File: src/rtl/prefix_sum_scan.sv
module prefix_sum_scan #(
  parameter int N            = 8,
  parameter int W            = 8,
  parameter bit REGISTER_OUT = 1'b1
) (
  input  logic                            clk,
  input  logic                            rst,
  input  logic [N*W-1:0]                  elems_i,
  output logic [N*(W+$clog2(N))-1:0]      sums_o
);
  localparam int LG = $clog2(N);
  localparam int SW = W + LG;

  logic [SW-1:0] lvl [LG+1][N];
  logic [N*SW-1:0] tree_sums;

  for (genvar j = 0; j < N; j++) begin : g_load
    assign lvl[0][j] = SW'(elems_i[j*W +: W]);
    assign tree_sums[j*SW +: SW] = lvl[LG][j];
  end

  for (genvar k = 0; k < LG; k++) begin : g_level
    for (genvar j = 0; j < N; j++) begin : g_pos
      if (j >= (1 << k)) begin : g_add
        assign lvl[k+1][j] = lvl[k][j] + lvl[k][j-(1<<k)];
      end else begin : g_pass
        assign lvl[k+1][j] = lvl[k][j];
      end
    end
  end

  if (REGISTER_OUT) begin : g_reg
    always_ff @(posedge clk) begin
      if (rst) sums_o <= '0;
      else     sums_o <= tree_sums;
    end
  end else begin : g_comb
    assign sums_o = tree_sums;
  end
endmodule

File: config.mk
export PLATFORM = sky130hd
export DESIGN_NAME = prefix_sum_scan
export DESIGN_NICKNAME = d
export VERILOG_FILES = /design/src/rtl/prefix_sum_scan.sv
export SDC_FILE = /design/constraint.sdc
export NUM_CORES = 1
export LEC_CHECK = 0
export CORE_MARGIN = 8
export CORE_UTILIZATION = 52
export CTS_CLUSTER_DIAMETER = 40
export DETAILED_ROUTE_END_ITERATION = 8
export PLACE_DENSITY = 0.82
export SKIP_CTS_REPAIR_TIMING = 1
export SYNTH_ARGS = -nofsm -noshare
export SYNTH_HDL_FRONTEND = slang
export SYNTH_SLANG_ARGS = --single-unit
File: constraint.sdc
create_clock -name clk -period 6.85 [get_ports clk]
set_input_delay 1.37 -clock clk [delete_from_list [all_inputs] [get_ports clk]]
set_output_delay 1.37 -clock clk [all_outputs]
set_load 0.02 [all_outputs]
Word-level counts from Yosys, hierarchy flattened. Index checks and enable logic that the tools add are counted.

Flip-flop bits (word level): 88. Output and inout port bits: 88.

Add/sub/neg operators: 17.

Operators by type and width (number): $add 8x8->9 (7); $add 9x9->10 (5); $add 10x10->11 (2); $add 10x8->11 (1); $add 10x9->11 (1); $add 9x8->10 (1).

Depth between registers and ports, before layout. Gate-level depths: netlist of the first run.

Word-level depth: 3. Depth in mapped cells: 21. Mapped depth without buffers: 21.

Least setup slack after synthesis of the first run. Ideal clock, no wire load.

Path kind: input port to flip-flop. Start: in elems_i[16]. End: reg sums_o[87]. Path buffers: 0. Stages on the path: 19. Path slack: 0.925 ns. Arrival: 5.797 ns. Required time: 6.722 ns. Path through: ha_1 fa_1 a21o_2 a21oi_1 xnor2_1 ha_1 nor4bb_1 a311oi_1 o21bai_1 a211oi_2 a21o_1 fa_1 fa_1 inv_1 ha_1 a2111o_1 a41oi_1 xor2_1 nor2_1.

Cells in the longest elaborated chain, start to end: 3.

Ends and longest elaborated chain: start: declaration (line 8) `input logic [N*W-1:0] elems_i,`; $add 8x8->9 (line 25) `assign lvl[k+1][j] = lvl[k][j] + lvl[k][j-(1<<k)];`; $add 9x9->10 (line 25); $add 10x10->11 (line 25); end signal: assignment (line 35) `else sums_o <= tree_sums;`; end: declaration (line 9) `output logic [N*(W+$clog2(N))-1:0] sums_o`.

Every way passes these cells. A chain may end at the register's enable or synchronous reset.

Final worst setup path of the first run.
Start: in elems_i[24]. End: reg sums_o[87].

The elaborated chain is that of the path after synthesis.

==> results.cfg, run 1 <==
[run_status]
status = completed

[clock_tree]
clkTransAtPathRegs_ns = 0.06
tritoncts = built
htree_levels = 3
root_buffer = clkbuf_16
numCtsBuffers = 9
cts_sinks = 81
cts_max_path_buffers = 2

[routing]
wl_um = 17200
drt_iter0_drc = 221
dr.pass1.iters = 5
vias_per_cell = 4.97
wl_per_cell_um = 16.0
drcViolationCount = 0
routed-via-count = 5358
ant_nets = 0

[cells_and_area]
largest_registers = sums_o: 81 flops
num-nets-final = 1120
fill_cells = 1070
drive_gt1_share_pct = 4.21
largest_reg_flops = 81
fin_cells = 1079
largest-register = sums_o
syn_to_final_growth_pct = 27.9

[pwr]
p_leak_nw = 4.16
ir_drop_mv = 0.226
power_density_mw_per_mm2 = 431

[hold_path]
hold_class = in2reg

[global_routing]
first_global_vias = 5579
antenna_found_initial = 1
grt-ovfl-total = 0
grtUsageTotal_pct = 21.1
grt_pass1_wl_um = 27500
grt_max_degree = 49

[worst_setup_path]
cp.required_ns = 7.08
startpoint_type = input port
cp.arrival_ns = 6.59
endpoint_kind = register
critical_path_class = in2reg
critical_path_peak_fanout = 4

[floorplan]
initial_core_util_pct = 52.5
die_h_um = 131
num_io_pins = 154
dieArea_mm2 = 0.0171
coreArea_mm2 = 0.0130
rows = 42
fp.dieW_um = 131

[logic_synthesis]
synthesis.area_mm2 = 0.00685
seq_area_frac_synth_pct = 23.7
synth-seq-cells = 81
synthTopCellsByArea = dfxtp_1 (24%), ha_1 (19%), fa_1 (16%), inv_1 (6.9%), xnor2_1 (4.5%)
yosys_warnings = 0
synth_ff_type = dfxtp_1
synth_area_per_cell_um2 = 9.18
netlist-cell-type-count = 49
syn_inst = 746
synthArstFlopShare_pct = 0
synth_top_cell_by_area = dfxtp_1
synth_top_area_share_pct = 23.7
synth_edf_count = 0

[placed_design]
dp_hpwl_um = 14500
io_buffers = 146
gp_congestion = 0.892
dp.cells = 1062

[timing]
slew_violations = 0
maxSlewHeadroom_pct = 59.1
setup_tns_ns = 0
timing.final.crit_share_pct = 93.0
hold_violations = 0
setup_viol = 0
tightest_slew_ns = 0.607
rsz0062_at_grt = false
min_period_ns = 6.37
fmax_mhz = 157

[job]
cap_violations = 0
Yosys cell counts, drive strengths merged, types with 3 or more instances:
| master | count |
|---|---|
| a21o | 26 |
| ha | 102 |
| nor2b | 23 |
| nand3 | 3 |
| xor2 | 25 |
| nand2b | 3 |
| fa | 55 |
| or2 | 6 |
| clkbuf | 7 |
| nor3 | 13 |
| nor3b | 8 |
| o21a | 3 |
| or3 | 3 |
| a21boi | 10 |
| o21ai | 30 |
| nand2 | 28 |
| buf | 8 |
| dfxtp | 81 |
| xnor2 | 35 |
| inv | 125 |
| and2 | 8 |
| nor2 | 56 |
| a211o | 3 |
| a21oi | 53 |
| o21bai | 10 |
| nand3b | 4 |
| a211oi | 3 |
path summary, 6_finish.rpt:
check        start               endpoint  slack [ns]  cells after the start
max    elems_i[24]  sums_o[87]$_SDFF_PP0_        0.48                     21
min            rst  sums_o[81]$_SDFF_PP0_        1.48                      2
stage by stage:
step / instance area (um^2) / hold slack (ns) / setup slack [ns] / total power [mW] / utilization, %
detailed placement: 8490 / 1.84 / 0.149 / 3.32 / 65.1
CTS: 8750 / 1.48 / 0.496 / 3.80 / 67.1
finish: 8750 / 1.48 / 0.482 / 3.77 / 67.2
global route: 8750 / 1.49 / 0.178 / 4.17 / 67.1
floorplan: 6870 / 1.53 / 0.925 / 2.59 / -
global placement: 8490 / 1.85 / 0.280 / 3.25 / 65.1
cells in the final DEF, fill, tap and decap left out, types with 3 or more instances in the layout:
cell             Yosys  layout
clkdlybuf4s50_1      0     145
inv_1              125     125
ha_1               102     102
dfxtp_1             81      81
fa_1                55      55
nor2_1              54      54
a21oi_1             51      51
xnor2_1             35      35
o21ai_0             30      30
nand2_1             28      28
a21o_1              25      25
xor2_1              24      24
nor2b_1             23      23
nor3_1              13      13
a21boi_0            10      10
o21bai_1            10      10
clkbuf_16            0       9
nor3b_1              8       8
and2_1               8       8
conb_1               1       7
or2_2                5       5
nand3b_1             4       4
nand2b_1             3       3
o21a_1               3       3
nand3_1              3       3
clkinvlp_4           0       3
buf_4                7       3
critical path, stage by stage:
cell	delay, ns
clkdlybuf4s50_1	0.46
ha_1	0.25
fa_1	0.41
a21o_2	0.21
a21oi_1	0.24
xnor2_1	0.24
ha_1	0.32
nor4bb_1	0.14
a311oi_1	0.27
buf_4	0.17
o21bai_1	0.08
a211oi_2	0.25
a21o_1	0.12
fa_1	0.43
fa_1	0.54
inv_1	0.04
ha_1	0.23
a2111o_1	0.34
a41oi_1	0.26
xor2_1	0.17
nor2_1	0.05
power breakdown:
part / internal [mW] / switching, mW
logic: 1.22 / 1.45
registers: 0.627 / 0.0372
clock network: 0.244 / 0.197
layout make-up:
cell class,instances,area (um^2),share of cell area (%)
diodes,1,2.50,0.0286
clock buffers,11,233,2.66
clock inverters,5,32.5,0.372
inverters,125,469,5.36
multi-input cells,531,4700,53.6
flip-flops and latches,81,1620,18.5
well taps,176,220,2.52
repair buffers,149,1480,16.9
layer usage:
metal	track usage, %	wire length [um]	share of wire, %	vias up
li1	-	-	-	2737
met2	35.6	8130	47	145
met1	25.6	7610	44	2455
met4	7.09	314	1.8	2
met3	5.60	1170	6.8	19
met5	0	8	0.046	-
kinds of logic after synthesis:
group                    share of synthesized area (%)
XOR/XNOR                                          7.79
buffers and inverters                             8.06
adder cells (fa/ha/maj)                           34.7
other                                           0.0548
AO/OA/AOI/OAI                                     14.1
flip-flops                                        23.7
AND/OR/NAND/NOR                                   11.6
Note: power is estimated with default switching activity, not from simulation.
==> inputs of run 2 (changes only) <==
--- a/config.mk
+++ b/config.mk
@@ -5,11 +5,12 @@
 export SDC_FILE = /design/constraint.sdc
 export NUM_CORES = 1
 export LEC_CHECK = 0
+export ABC_AREA = 1
 export CORE_MARGIN = 8
-export CORE_UTILIZATION = 52
+export CORE_UTILIZATION = 53
 export CTS_CLUSTER_DIAMETER = 40
 export DETAILED_ROUTE_END_ITERATION = 8
-export PLACE_DENSITY = 0.82
+export PLACE_DENSITY = 0.83
 export SKIP_CTS_REPAIR_TIMING = 1
 export SYNTH_ARGS = -nofsm -noshare
 export SYNTH_HDL_FRONTEND = slang
==> results.cfg, run 2 <==
[run_status]
status = completed

[timing]
rsz0062_at_grt = false
slew_violations = 0
min_period_ns = 6.23
timing.final.crit_share_pct = 90.9
tightest_slew_ns = 0.992
setup_viol = 0
setup_tns_ns = 0
fin_ws_ns = 0.623
maxSlewHeadroom_pct = 33.8
fmax_mhz = 161
hold_violations = 0

[logic_synthesis]
synth_top_cell_by_area = dfxtp_1
synth_edf_count = 0
seq_area_frac_synth_pct = 22.6
synth_common_cells = inv_1 (185), ha_1 (102), nand2_1 (100), a21oi_1 (89), dfxtp_1 (81)
synthesis.area_mm2 = 0.00717
netlist-cell-type-count = 41
synthTopCellsByArea = dfxtp_1 (23%), ha_1 (18%), fa_1 (15%), inv_1 (9.7%), a21oi_1 (6.2%)
synth_ff_type = dfxtp_1
synthArstFlopShare_pct = 0
synth_area_per_cell_um2 = 8.02
synth-seq-cells = 81
yosys_warnings = 0
synth_top_area_share_pct = 22.6
syn_inst = 894
synthMostInstantiatedCell = inv_1

[placed_design]
dp_slack_ns = 0.374
gp_congestion = 0.968
dp_hpwl_um = 15700
dp.cells = 1206
io_buffers = 146

[clock_tree]
clkTransAtPathRegs_ns = 0.06
numCtsBuffers = 9
root_buffer = clkbuf_16
htree_levels = 3
cts_sinks = 81
cts_max_path_buffers = 2
tritoncts = built

[pwr]
p_leak_nw = 4.62
p_sw_mw = 1.78
clockPowerShare_pct = 12.7
power_density_mw_per_mm2 = 412
pwr-share-seq_pct = 17.6
ir_drop_mv = 0.282
p_int_mw = 1.96
p_comb_share_pct = 69.7
p_sw_share_pct = 47.7

[cells_and_area]
largest_reg_flops = 81
layout_commonest_cell = inv_1
final_cell_mix = inv_1 (185), clkdlybuf4s50_1 (145), ha_1 (102), nand2_1 (100), a21oi_1 (89)
largest-register = sums_o
drive_gt1_share_pct = 4.49
num-nets-final = 1264
multi_input_area_mm2 = 0.00477
fin_cells = 1222
syn_to_final_growth_pct = 26.5
largest_registers = sums_o: 81 flops
register_area_mm2 = 0.00162
fill_cells = 1101
antennaDiodeCount = 0

[worst_setup_path]
critPathTopFamily = adder cells
crit_path_top_delay_cell = fa_1
critical_path_class = in2reg
cp.arrival_ns = 6.47
worstPathCellList = clkdlybuf4s50_1 -> ha_1 -> fa_1 -> nand3_1 -> and2_1 -> xor2_1 -> inv_1 -> ha_1 -> xnor2_1 -> fa_1 -> fa_1 -> inv_1 -> ha_1 -> a21oi_1 -> o21ai_0 -> nand2_1 -> nand2_1 -> a21oi_1 -> nor2_1 -> o21ai_0 -> nand3_1 -> nand2_1 -> nor2_1
startpoint_type = input port
cp.required_ns = 7.09
endpoint_kind = register
critical_path_peak_fanout = 5
slowest_delay_ns = 0.56
path_buf_inv = 3

[floorplan]
dieArea_mm2 = 0.0175
die_h_um = 132
fp.dieW_um = 132
initial_core_util_pct = 54.1
num_io_pins = 154
rows = 42
coreArea_mm2 = 0.0132

[job]
cap_violations = 0

[routing]
routed-via-count = 6157
ant_nets = 0
dr.pass1.iters = 5
wl_per_cell_um = 15.6
vias_per_cell = 5.04
wl_um = 19000
drcViolationCount = 0
drt_iter0_drc = 396

[global_routing]
antenna_found_initial = 1
grtUsageTotal_pct = 22.5
grt_pass1_wl_um = 31500
first_global_vias = 6435
grt_max_degree = 51
grt-ovfl-total = 0

[hold_path]
hold_class = in2reg
hold_depth = 3
hold_start = rst
whs_endpoint = sums_o[7]$_SDFF_PP0_
run 2: cell types whose count changed in the layout (fill, tap and decap cells not counted), moves of 23 or more:
| cell | before | now |
|---|---|---|
| inv_1 | 125 | 185 |
| nor2b_1 | 23 | 0 |
| nand3_1 | 3 | 35 |
| nand2_1 | 28 | 100 |
| xnor2_1 | 35 | 9 |
| a21oi_1 | 51 | 89 |
run 2: how the worst max path moves through the flow:
stage | start | depth (start not counted) | slack, ns | to
final | elems_i[8] | 23 | 0.62 | sums_o[75]$_SDFF_PP0_
after global routing | elems_i[8] | 23 | 0.28 | sums_o[75]$_SDFF_PP0_
after CTS | elems_i[8] | 23 | 0.71 | sums_o[75]$_SDFF_PP0_
after detailed placement | elems_i[8] | 23 | 0.37 | sums_o[75]$_SDFF_PP0_
after global placement | elems_i[16] | 23 | 0.43 | sums_o[75]$_SDFF_PP0_
after floorplan | elems_i[0] | 23 | 1.35 | sums_o[86]$_SDFF_PP0_
run 2: cell type report:
class,count,share of cell area (%)
clock buffer,10,2.52
clock inverter,6,0.648
inverter,188,7.78
multi-input combinational,614,52.6
sequential,81,17.9
tap,176,2.43
timing repair buffer,147,16.1
run 2: power by group through the flow:
stage / clock network [mW] / logic, mW / registers [mW]
after floorplan: 0 / 1.62 / 0.846
after detailed placement: 0 / 2.55 / 0.667
final: 0.475 / 2.61 / 0.658
after CTS: 0.486 / 2.59 / 0.659
after global placement: 0 / 2.50 / 0.664
after global routing: 0.507 / 2.95 / 0.671
run 2: worst min-delay path, cell delays in order:
cell and delay (ns):
buf_2 0.09, buf_4 0.28, nor2_1 0.16
run 2: cell families after synthesis:
| family | Yosys count | share of synthesized area (%) |
|---|---|---|
| AOI/OAI and AO/OA | 158 | 12.2 |
| xor gates and xnor gates | 40 | 5.20 |
| adders and majority gates | 157 | 33.2 |
| and+or+nand+nor | 252 | 15.7 |
| buffers and inverters | 205 | 11.1 |
| other | 1 | 0.0523 |
| DFF | 81 | 22.6 |
run 2: per-stage QoR:
step	power [mW]	instance area, um^2	hold slack (ns)	util (%)
finish	3.74	9070	1.60	68.5
floorplan	2.46	7190	1.52	-
detailed placement	3.22	8780	1.97	66.3
global placement	3.16	8780	1.97	66.3
global route	4.13	9070	1.65	68.5
CTS	3.74	9070	1.61	68.5
run 2: metal layers:
layer	track usage, %	wire (um)	vias to the layer above
met2	38.4	9070	161
met5	0	13	-
met1	26.8	8420	2841
li1	-	-	3123
met3	5.41	1090	30
met4	8.77	459	2
